### src/rtl/uart_wake_pkg.sv
package uart_wake_pkg;
  typedef enum logic [1:0] {
    RX_IDLE  = 2'd0,
    RX_START = 2'd1,
    RX_DATA  = 2'd2,
    RX_STOP  = 2'd3
  } rx_state_e;
endpackage

### src/rtl/uart_wake_frame.sv
module uart_wake_frame
  import uart_wake_pkg::*;
#(
  parameter int OVS = 16,
  parameter int DW  = 9
) (
  input  logic          clk_i,
  input  logic          rst_ni,
  input  logic          tick_i,
  input  logic          rxd_i,
  input  logic          en_i,
  input  logic          nine_i,
  output logic          line_o,
  output logic          busy_o,
  output logic          done_o,
  output logic [DW-1:0] data_o,
  output logic          stop_ok_o
);
  localparam int CW   = $clog2(OVS);
  localparam int IW   = $clog2(DW);
  localparam int SMID = OVS / 2;

  rx_state_e     state_q;
  logic [1:0]    sync_q;
  logic [CW-1:0] cnt_q;
  logic [1:0]    votes_q;
  logic [IW-1:0] idx_q;
  logic [DW-1:0] data_q;
  logic          done_q, stop_ok_q;
  logic          line, in_win, bit_v, bit_end;
  logic [IW-1:0] last_idx;

  assign line     = sync_q[1];
  assign in_win   = (cnt_q >= CW'(SMID - 1)) && (cnt_q <= CW'(SMID + 1));
  assign bit_v    = votes_q[1];  // two or three ones
  assign bit_end  = (cnt_q == CW'(OVS - 1));
  assign last_idx = nine_i ? IW'(DW - 1) : IW'(DW - 2);

  always_ff @(posedge clk_i or negedge rst_ni) begin
    if (!rst_ni) sync_q <= 2'b11;
    else         sync_q <= {sync_q[0], rxd_i};
  end

  always_ff @(posedge clk_i or negedge rst_ni) begin
    if (!rst_ni) begin
      state_q   <= RX_IDLE;
      cnt_q     <= '0;
      votes_q   <= '0;
      idx_q     <= '0;
      data_q    <= '0;
      done_q    <= 1'b0;
      stop_ok_q <= 1'b0;
    end else begin
      done_q <= 1'b0;
      if (!en_i) begin
        state_q <= RX_IDLE;
      end else if (tick_i) begin
        if (state_q == RX_IDLE) begin
          if (!line) begin
            state_q <= RX_START;
            cnt_q   <= CW'(1);  // detection tick is sample 0
            votes_q <= '0;
            idx_q   <= '0;
            data_q  <= '0;
          end
        end else begin
          if (in_win && line) votes_q <= votes_q + 2'd1;
          if (bit_end) begin
            cnt_q   <= '0;
            votes_q <= '0;
            case (state_q)
              RX_START: state_q <= bit_v ? RX_IDLE : RX_DATA;
              RX_DATA: begin
                data_q[idx_q] <= bit_v;
                if (idx_q == last_idx) state_q <= RX_STOP;
                else                   idx_q   <= idx_q + IW'(1);
              end
              default: begin
                done_q    <= 1'b1;
                stop_ok_q <= bit_v;
                state_q   <= RX_IDLE;
              end
            endcase
          end else begin
            cnt_q <= cnt_q + CW'(1);
          end
        end
      end
    end
  end

  assign line_o    = line;
  assign busy_o    = (state_q != RX_IDLE);
  assign done_o    = done_q;
  assign data_o    = data_q;
  assign stop_ok_o = stop_ok_q;

  assert_off_halts_R8: assert property (@(posedge clk_i) disable iff (!rst_ni)
    !en_i |=> state_q == RX_IDLE);
  assert_done_ends_frame_R3: assert property (@(posedge clk_i) disable iff (!rst_ni)
    done_o |-> !busy_o);
  assert_false_start_idle_R12: assert property (@(posedge clk_i) disable iff (!rst_ni)
    (state_q == RX_START && tick_i && bit_end && bit_v && en_i) |=> state_q == RX_IDLE);
endmodule

### src/rtl/uart_wake_idle.sv
module uart_wake_idle #(
  parameter int OVS = 16,
  parameter int DW  = 9
) (
  input  logic clk_i,
  input  logic rst_ni,
  input  logic tick_i,
  input  logic line_i,
  input  logic busy_i,
  input  logic done_i,
  input  logic nine_i,
  output logic idle_o
);
  localparam int LIM8 = (DW + 1) * OVS;
  localparam int LIM9 = (DW + 2) * OVS;
  localparam int CW   = $clog2(LIM9);

  logic [CW-1:0] cnt_q;
  logic          armed_q, idle_q;
  logic [CW-1:0] lim;

  assign lim = nine_i ? CW'(LIM9 - 1) : CW'(LIM8 - 1);

  always_ff @(posedge clk_i or negedge rst_ni) begin
    if (!rst_ni) begin
      cnt_q   <= '0;
      armed_q <= 1'b0;
      idle_q  <= 1'b0;
    end else begin
      idle_q <= 1'b0;
      if (done_i) begin
        armed_q <= 1'b1;
        cnt_q   <= '0;
      end else if (!line_i || busy_i) begin
        cnt_q <= '0;
      end else if (tick_i && armed_q) begin
        if (cnt_q == lim) begin
          idle_q  <= 1'b1;
          armed_q <= 1'b0;
          cnt_q   <= '0;
        end else begin
          cnt_q <= cnt_q + CW'(1);
        end
      end
    end
  end

  assign idle_o = idle_q;

  assert_idle_single_R10: assert property (@(posedge clk_i) disable iff (!rst_ni)
    idle_o |=> !idle_o);
  assert_idle_not_in_frame_R10: assert property (@(posedge clk_i) disable iff (!rst_ni)
    busy_i |=> !idle_o);
endmodule

### src/rtl/uart_wake_ctrl.sv
module uart_wake_ctrl #(
  parameter int DW = 9
) (
  input  logic          clk_i,
  input  logic          rst_ni,
  input  logic          we_i,
  input  logic          w_mod_en_i,
  input  logic          w_rx_en_i,
  input  logic          w_rwu_i,
  input  logic          w_wake_sel_i,
  input  logic          w_nine_i,
  input  logic          rd_i,
  input  logic          done_i,
  input  logic [DW-1:0] frame_i,
  input  logic          stop_ok_i,
  input  logic          idle_i,
  output logic [DW-1:0] data_o,
  output logic          full_o,
  output logic          ferr_o,
  output logic          irq_o,
  output logic          mod_en_o,
  output logic          rx_en_o,
  output logic          rwu_o,
  output logic          wake_sel_o,
  output logic          nine_o
);
  logic          mod_en_q, rx_en_q, rwu_q, wake_sel_q, nine_q;
  logic          full_q, ferr_q;
  logic [DW-1:0] data_q;
  logic          addr_hit, wake_hit, load;

  assign addr_hit = nine_q ? frame_i[DW-1] : frame_i[DW-2];
  assign wake_hit = (!wake_sel_q && idle_i) || (wake_sel_q && done_i && addr_hit);
  assign load     = done_i && (!rwu_q || (wake_sel_q && addr_hit));

  always_ff @(posedge clk_i or negedge rst_ni) begin
    if (!rst_ni) begin
      mod_en_q   <= 1'b0;
      rx_en_q    <= 1'b0;
      rwu_q      <= 1'b0;
      wake_sel_q <= 1'b0;
      nine_q     <= 1'b0;
      full_q     <= 1'b0;
      ferr_q     <= 1'b0;
      data_q     <= '0;
    end else begin
      if (we_i) begin
        mod_en_q   <= w_mod_en_i;
        wake_sel_q <= w_wake_sel_i;
        nine_q     <= w_nine_i;
        rwu_q      <= w_rwu_i;
        if (mod_en_q) rx_en_q <= w_rx_en_i;
      end else if (rwu_q && wake_hit) begin
        rwu_q <= 1'b0;
      end
      if (load) begin
        data_q <= frame_i;
        full_q <= 1'b1;
        ferr_q <= !stop_ok_i;
      end else if (rd_i) begin
        full_q <= 1'b0;
        ferr_q <= 1'b0;
      end
    end
  end

  assign data_o     = data_q;
  assign full_o     = full_q;
  assign ferr_o     = ferr_q;
  assign irq_o      = !rwu_q && (full_q || ferr_q);
  assign mod_en_o   = mod_en_q;
  assign rx_en_o    = rx_en_q;
  assign rwu_o      = rwu_q;
  assign wake_sel_o = wake_sel_q;
  assign nine_o     = nine_q;

  assert_rx_en_locked_R2: assert property (@(posedge clk_i) disable iff (!rst_ni)
    !mod_en_q |=> rx_en_q == $past(rx_en_q));
  assert_ferr_with_full_R6: assert property (@(posedge clk_i) disable iff (!rst_ni)
    ferr_q |-> full_q);
  // R11 as well: an address wake is one of the two legal sources
  assert_wake_source_R10: assert property (@(posedge clk_i) disable iff (!rst_ni)
    ($fell(rwu_q) && !$past(we_i)) |->
      ($past(idle_i && !wake_sel_q) || $past(done_i && wake_sel_q && addr_hit)));
  assert_standby_no_load_R11: assert property (@(posedge clk_i) disable iff (!rst_ni)
    $rose(full_q) |-> (!$past(rwu_q) || $past(wake_sel_q && addr_hit)));
endmodule

### src/rtl/uart_wake_rx.sv
module uart_wake_rx #(
  parameter int OVS = 16,
  parameter int DW  = 9
) (
  input  logic          clk_i,
  input  logic          rst_ni,
  input  logic          tick_i,
  input  logic          rxd_i,
  input  logic          cfg_we_i,
  input  logic          cfg_mod_en_i,
  input  logic          cfg_rx_en_i,
  input  logic          cfg_rwu_i,
  input  logic          cfg_wake_sel_i,
  input  logic          cfg_nine_i,
  input  logic          data_rd_i,
  output logic [DW-1:0] data_o,
  output logic          full_o,
  output logic          frame_err_o,
  output logic          irq_o,
  output logic          mod_en_o,
  output logic          rx_en_o,
  output logic          rwu_o
);
  logic          line, busy, done, stop_ok, idle, wake_sel, nine, rx_en;
  logic [DW-1:0] frame;

  uart_wake_frame #(.OVS(OVS), .DW(DW)) u_frame (
    .clk_i, .rst_ni, .tick_i, .rxd_i,
    .en_i      (rx_en),
    .nine_i    (nine),
    .line_o    (line),
    .busy_o    (busy),
    .done_o    (done),
    .data_o    (frame),
    .stop_ok_o (stop_ok)
  );

  uart_wake_idle #(.OVS(OVS), .DW(DW)) u_idle (
    .clk_i, .rst_ni, .tick_i,
    .line_i (line),
    .busy_i (busy),
    .done_i (done),
    .nine_i (nine),
    .idle_o (idle)
  );

  uart_wake_ctrl #(.DW(DW)) u_ctrl (
    .clk_i, .rst_ni,
    .we_i         (cfg_we_i),
    .w_mod_en_i   (cfg_mod_en_i),
    .w_rx_en_i    (cfg_rx_en_i),
    .w_rwu_i      (cfg_rwu_i),
    .w_wake_sel_i (cfg_wake_sel_i),
    .w_nine_i     (cfg_nine_i),
    .rd_i         (data_rd_i),
    .done_i       (done),
    .frame_i      (frame),
    .stop_ok_i    (stop_ok),
    .idle_i       (idle),
    .data_o       (data_o),
    .full_o       (full_o),
    .ferr_o       (frame_err_o),
    .irq_o        (irq_o),
    .mod_en_o     (mod_en_o),
    .rx_en_o      (rx_en),
    .rwu_o        (rwu_o),
    .wake_sel_o   (wake_sel),
    .nine_o       (nine)
  );

  assign rx_en_o = rx_en;
endmodule

### config.mk
export PLATFORM = sky130hd
export DESIGN_NAME = uart_wake_rx
export DESIGN_NICKNAME = d
export VERILOG_FILES = /design/src/rtl/uart_wake_pkg.sv /design/src/rtl/uart_wake_frame.sv /design/src/rtl/uart_wake_idle.sv /design/src/rtl/uart_wake_ctrl.sv /design/src/rtl/uart_wake_rx.sv
export SDC_FILE = /design/constraint.sdc
export NUM_CORES = 1
export LEC_CHECK = 0
export ABC_AREA = 1
export BUFFER_PORTS_ARGS = -buffer_cell sky130_fd_sc_hd__buf_2
export CELL_PAD_IN_SITES_DETAIL_PLACEMENT = 0
export CELL_PAD_IN_SITES_GLOBAL_PLACEMENT = 1
export CORE_MARGIN = 2
export CORE_UTILIZATION = 30
export DETAILED_ROUTE_END_ITERATION = 6
export HOLD_SLACK_MARGIN = 0.08
export PLACE_DENSITY_LB_ADDON = 0.1
export SLEW_MARGIN = 40
export SYNTH_ARGS = -nofsm -noshare
export SYNTH_HDL_FRONTEND = slang
export SYNTH_HIERARCHICAL = 1
export SYNTH_SLANG_ARGS = --single-unit
### constraint.sdc
create_clock -name clk_i -period 2.55 [get_ports clk_i]
set_input_delay 0.51 -clock clk_i [delete_from_list [all_inputs] [get_ports clk_i]]
set_output_delay 0.51 -clock clk_i [all_outputs]
set_load 0.02 [all_outputs]
After elaboration in Yosys (flattened, before gate mapping)
Index checks and enable logic that the tools add are counted. Widths: inputs -> output; s select.

Eq/ne operators: 12. Reductions and logical operators: 38. Add/subtract/negate cells: 4. Bitwise gates (word level): 2. $lt $le $gt $ge: 4. Multiplexer cells: 52.

Operator list (number): $mux 4 (9); $mux 9 (4); $mux 8 (4); $mux 2 (11); $mux 1 (20); $reduce_bool 2->1 (7); $logic_and 1x1->1 (11); $reduce_and 5->1 (2); $bwmux 9 (1); $add 4x1->4 const B (2); $add 8x1->8 const B (1); $eq 8x8->1 (1); $reduce_and 4->1 (2); $mux 6 (1); $ne 2x2->1 const B (3); $ne 3x3->1 const B (2); $reduce_and 3->1 (2); $reduce_and 6->1 (1); $reduce_bool 3->1 (2); $lt 4x5->1 const B (1); $demux 1 s4 (1); $eq 4x4->1 (1); $eq 4x4->1 const B (1); $ge 4x1->1 const B (1); 14 further kinds (21).

Logic and storage cells: 131. Register bits after elaboration: 51.

Depth between registers and ports, before layout
Word-level depth: 8. Depth in mapped cells: 12.

Hierarchy
Netlist, hierarchy kept.

Modules (own cells, without submodules): uart_wake_frame (area each 1521.5 µm², cells each 190, instances 1, seq. area each 628.1 µm²); uart_wake_ctrl (area each 768.2 µm², cells each 78, instances 1, seq. area each 400.4 µm²); uart_wake_idle (area each 616.8 µm², cells each 82, instances 1, seq. area each 250.2 µm²).

Least setup slack after synthesis
No wires, ideal clock.

Kind: flip-flop to flip-flop. Start point: register u_frame.state_q[0]. End point: register u_frame.data_q[7] (netlist: u_frame/data_o[7]). Required time: 2.433 ns. Slack: 0.944 ns. Clock period less this slack: 1.606 ns. Cell stages (with the launch flop): 13. Path buffers: 2. Arrival: 1.489 ns. Setup time: 0.117 ns. Cell sequence: dfrtp_1 inv_1 ha_1 buf_6 nand2_4 nand2_4 nor2_8 o21ai_4 nor2_8 buf_8 o21ai_2 nand2_1 nand2_1.

Word-level cells in the longest chain between the ends: 3. Elaborated cells between the ends (all ways): 7.

Ends and longest elaborated chain: from (decl) (line uart_wake_frame.sv:23) `rx_state_e state_q;`; from (signal assigned) (line uart_wake_frame.sv:72) `RX_START: state_q <= bit_v ? RX_IDLE : RX_DATA;`; $logic_not 2->1 / $eq 2x2->1 (equally long branches) (line uart_wake_frame.sv:58, uart_wake_frame.sv:71); $ne 2x2->1 (no source line) / $reduce_bool 2->1 (equally long branches); $reduce_and 5->1 (no source line); to (signal, indexed assignment) (line uart_wake_frame.sv:74) `data_q[idx_q] <= bit_v;`; to (decl) (line uart_wake_frame.sv:28) `logic [DW-1:0] data_q;`.

Parallel ways exist; a longest one is shown, timed or not. A chain may end at the register's enable or synchronous reset.

Worst setup path after layout
Start point: register u_frame.state_q[0]. End point: register u_idle.cnt_q[0].

Word-level cells in the longest chain between the ends: 4. Elaborated cells between the ends (all ways): 5.

Ends and longest elaborated chain: $reduce_bool 2->1 * (line uart_wake_frame.sv:93) `assign busy_o = (state_q != RX_IDLE);`; net busy (line uart_wake_rx.sv:24) `logic line, busy, done, stop_ok, idle, wake_sel, nine, rx_en;`; $logic_or 1x1->1 * (line uart_wake_idle.sv:34) `end else if (!line_i || busy_i) begin`; $mux 8 (line uart_wake_idle.sv:34); $mux 8 (line uart_wake_idle.sv:31) `if (done_i) begin`; to (signal assigned) (line uart_wake_idle.sv:42) `cnt_q <= cnt_q + CW'(1);`; to (decl) (line uart_wake_idle.sv:18) `logic [CW-1:0] cnt_q;`.

The timed path passes the listed nets; every way through them passes the cells marked *.

==> run_results.csv <==
group,metric,value,unit
finish,nNetsFinal,402,
pwr,p_per_area,703,mW/mm2
global_routing,first_global_vias,2169,
worst_setup_path,path_cells,"inv_1, ha_1, inv_2, inv_1, nand2_1, nor3_2, nand2_1, o21ai_2",
route,routed.top_layer,"met4",
route,met2_length,2490,um
yosys,syn_nets,373,
sta,timing.hold.ws,203,ps
sta,rsz0062_at_grt,"no",
yosys,synthCells,350,
hold_path,hold_class,"in2async",
sta,skew,9.22,ps
yosys,syn_avg_cell_area,8.30,um2
worst_setup_path,critPathCapture,"u_idle/cnt_q[0]$_DFFE_PN0P_",
floorplanning,die_h,102,um
place,io_buffer_count,25,
route,vias,2183,
clock_tree,root_buffer,"clkbuf_8",
finish,drive_above_1_share,21.8,%
global_routing,antenna_found_initial,0,
status,status,"finished clean",
yosys,async_flop_share,100,%
clock_tree,clk_latency,310,ps
sta,fmax,0.544,GHz
route,drt_first_pass_iters,4,
yosys,ys_seq_elements,51,
finish,mostFrequentLayoutCell,"nand2_1",
clock_tree,clkSlewWorstSetupHoldPaths,100,ps
route,routed_wirelength,6100,um
worst_setup_path,worst-path-stages,8,
sta,period_share,72.2,%
floorplanning,num_io_pins,26,
clock_tree,cts-htree-levels,2,
floorplanning,coreArea,0.00933,mm2
clock_tree,cts_hold_buffers,0,
route,final_antenna_net_count,0,
yosys,synth_cell_type_count,35,
sta,max-slew-margin-rel,58.7,%
clock_tree,numClockSinks,51,
pwr,leakagePower,1.67,nW
yosys,synth-edff-count,0,
worst_setup_path,crit_slowest_cell,"nor3_2",
route,met1_length,3350,um
finish,fillers,1005,
yosys,ys_seq_area_share,44.0,%
sta,fin_setup_tns,0,ps
place,place.gp.congestion,0.790,
worst_setup_path,r2r-end,"u_idle/cnt_q[0]$_DFFE_PN0P_",
floorplanning,die_area,0.0105,mm2
global_routing,grt_overflow,0,
yosys,netlist_area,0.00291,mm2
worst_setup_path,worstSetupStartpointType,"register",
sta,setup-violations-final,0,
worst_setup_path,r2r_cells,8,
sta,hold_viol_final,0,
clock_tree,cts_setup_buffers,0,
route,met3_length,198,um
sta,worstMarginPinSlew,619,ps
route,first_iter_violations,63,
global_routing,grt_pass1_wl,10600,um
global_routing,grt_use_total,12.9,%
route,post_drt_wl_per_cell,12.0,um
worst_setup_path,path_max_fanout,10,
worst_setup_path,slowest_delay,440,ps
finish,diodes,0,
floorplanning,rows,35,
floorplanning,start_util,31.2,%
sta,drv_slew,0,
route,vias_per_cell,4.29,
worst_setup_path,critPathCaptureType,"register",
worst_setup_path,worst-setup-path-type,"reg2reg",
pwr,p_total,2.30,mW
clock_tree,ctsResizeCount,0,
global_routing,grt_max_degree,28,
route,drc,0,
finish,syn_to_final_growth,12.7,%
worst_setup_path,r2r-start,"u_frame/state_q[0]$_DFFE_PN0P_",
place,dp_hpwl,4570,um
worst_setup_path,cp_data_arrival_time,2080,ps
worst_setup_path,crit_path_start,"u_frame/state_q[0]$_DFFE_PN0P_",
yosys,synth_top_flop_cell,"dfrtp_1",
clock_tree,cts_buffer_depth,2,
pwr,peakVddDrop,0.354,mV
worst_setup_path,cp_data_required_time,2790,ps
worst_setup_path,cpLargestDelayFamily,"simple AND/OR/NAND/NOR gates",
finish,mostFrequentLayoutCells,"103 x nand2_1, 49 x dfrtp_1, 38 x inv_1",
floorplanning,die_width,102,um
worst_setup_path,cp.buffers_inverters,3,
yosys,yosysWarnings,6,
worst_setup_path,reg2reg_slack,710,ps
job,cap_viol_max_count,0,
sta,post-route-min-period,1840,ps
clock_tree,cts_tree,"yes",
clock_tree,cts_made_buffers,5,
-- power by group --
| group | total (mW) | switching (mW) | internal [mW] | leakage (nW) |
|---|---|---|---|---|
| logic | 0.633 | 0.428 | 0.205 | 0.916 |
| clock network | 0.675 | 0.284 | 0.392 | 0.0644 |
| registers | 0.993 | 0.0965 | 0.897 | 0.685 |
-- synthesized netlist by cell type, types with 3 or more instances --
cell       n  area [um2]
nand2_4    4        45.0
nand4_1    4        25.0
nor3_1     4        20.0
nor2_2     4        25.0
dfrtp_1   49        1230
inv_2      7        26.3
nor2_1    22        82.6
o21ai_0   17        85.1
o21ai_1    4        20.0
xor2_1     3        26.3
nand2_2    8        50.1
ha_1      12         150
nand3_2   10         100
inv_1     38         143
o21ai_2    4        35.0
nand3_1   26         130
nand2_1  103         387
a21oi_1    7        35.0
-- per-layer routing --
layer	vias to the layer above	track usage, %
met5	-	0
met3	4	2.67
met2	26	20.0
met4	0	3.59
met1	985	18.2
li1	1168	-
-- state kept, by name, indices dropped and copies added (netlist names) --
register	flops
u_frame/stop_ok_o	1
u_frame/state_q	2
u_frame/idx_q	4
u_idle/idle_o	1
u_ctrl/full_o	1
u_frame/cnt_q	4
u_ctrl/rwu_o	1
u_ctrl/mod_en_o	1
u_frame/sync_q	2
u_frame/data_o	9
u_ctrl/rx_en_o	1
u_idle/armed_q	1
u_ctrl/wake_sel_o	1
u_idle/cnt_q	8
u_ctrl/ferr_o	1
u_ctrl/data_o	9
u_frame/votes_q	2
u_ctrl/nine_o	1
u_frame/done_o	1
-- layout make-up --
type                    instances  area (um2)  share of cell area, %
clock buffers                   5        68.8                   2.10
inverters                      46         173                   5.27
well taps                     129         161                   4.93
repair buffers                 28         148                   4.51
flip-flops and latches         51        1280                   39.0
multi-input cells             247        1380                   42.1
clock inverters                 3        67.6                   2.06
-- per-stage QoR --
step,instance area (um2),cells,util (%),worst slack [ps]
2_1_floorplan,2910,350,-,944
3_3_place_gp,3140,501,33.7,717
3_5_place_dp,3140,501,33.7,695
4_1_cts,3280,509,35.1,659
5_1_grt,3280,509,35.1,474
6_report,3280,509,35.1,710
-- logic make-up after synthesis --
| family | Yosys count | synth area share [%] |
|---|---|---|
| simple gates | 193 | 32.9 |
| buf+inv | 52 | 8.57 |
| flops | 51 | 44.0 |
| compound gates | 38 | 8.05 |
| fa+ha+maj | 12 | 5.17 |
| xor+xnor | 3 | 0.904 |
| mux | 1 | 0.387 |
-- how the worst min path moves through the flow --
stage	from	to	cells after the start
2_1_floorplan	rst_ni	u_ctrl/data_o[0]$_DFFE_PN0P_	0
3_3_place_gp	u_frame/sync_q[0]$_DFF_PN1_	u_frame/sync_q[1]$_DFF_PN1_	0
3_5_place_dp	u_frame/sync_q[0]$_DFF_PN1_	u_frame/sync_q[1]$_DFF_PN1_	0
4_1_cts	rst_ni	u_frame/done_o$_DFF_PN0_	1
5_1_grt	rst_ni	u_ctrl/full_o$_DFFE_PN0P_	1
6_report	rst_ni	u_ctrl/full_o$_DFFE_PN0P_	1
No activity file was read; power rests on OpenSTA's default activity.
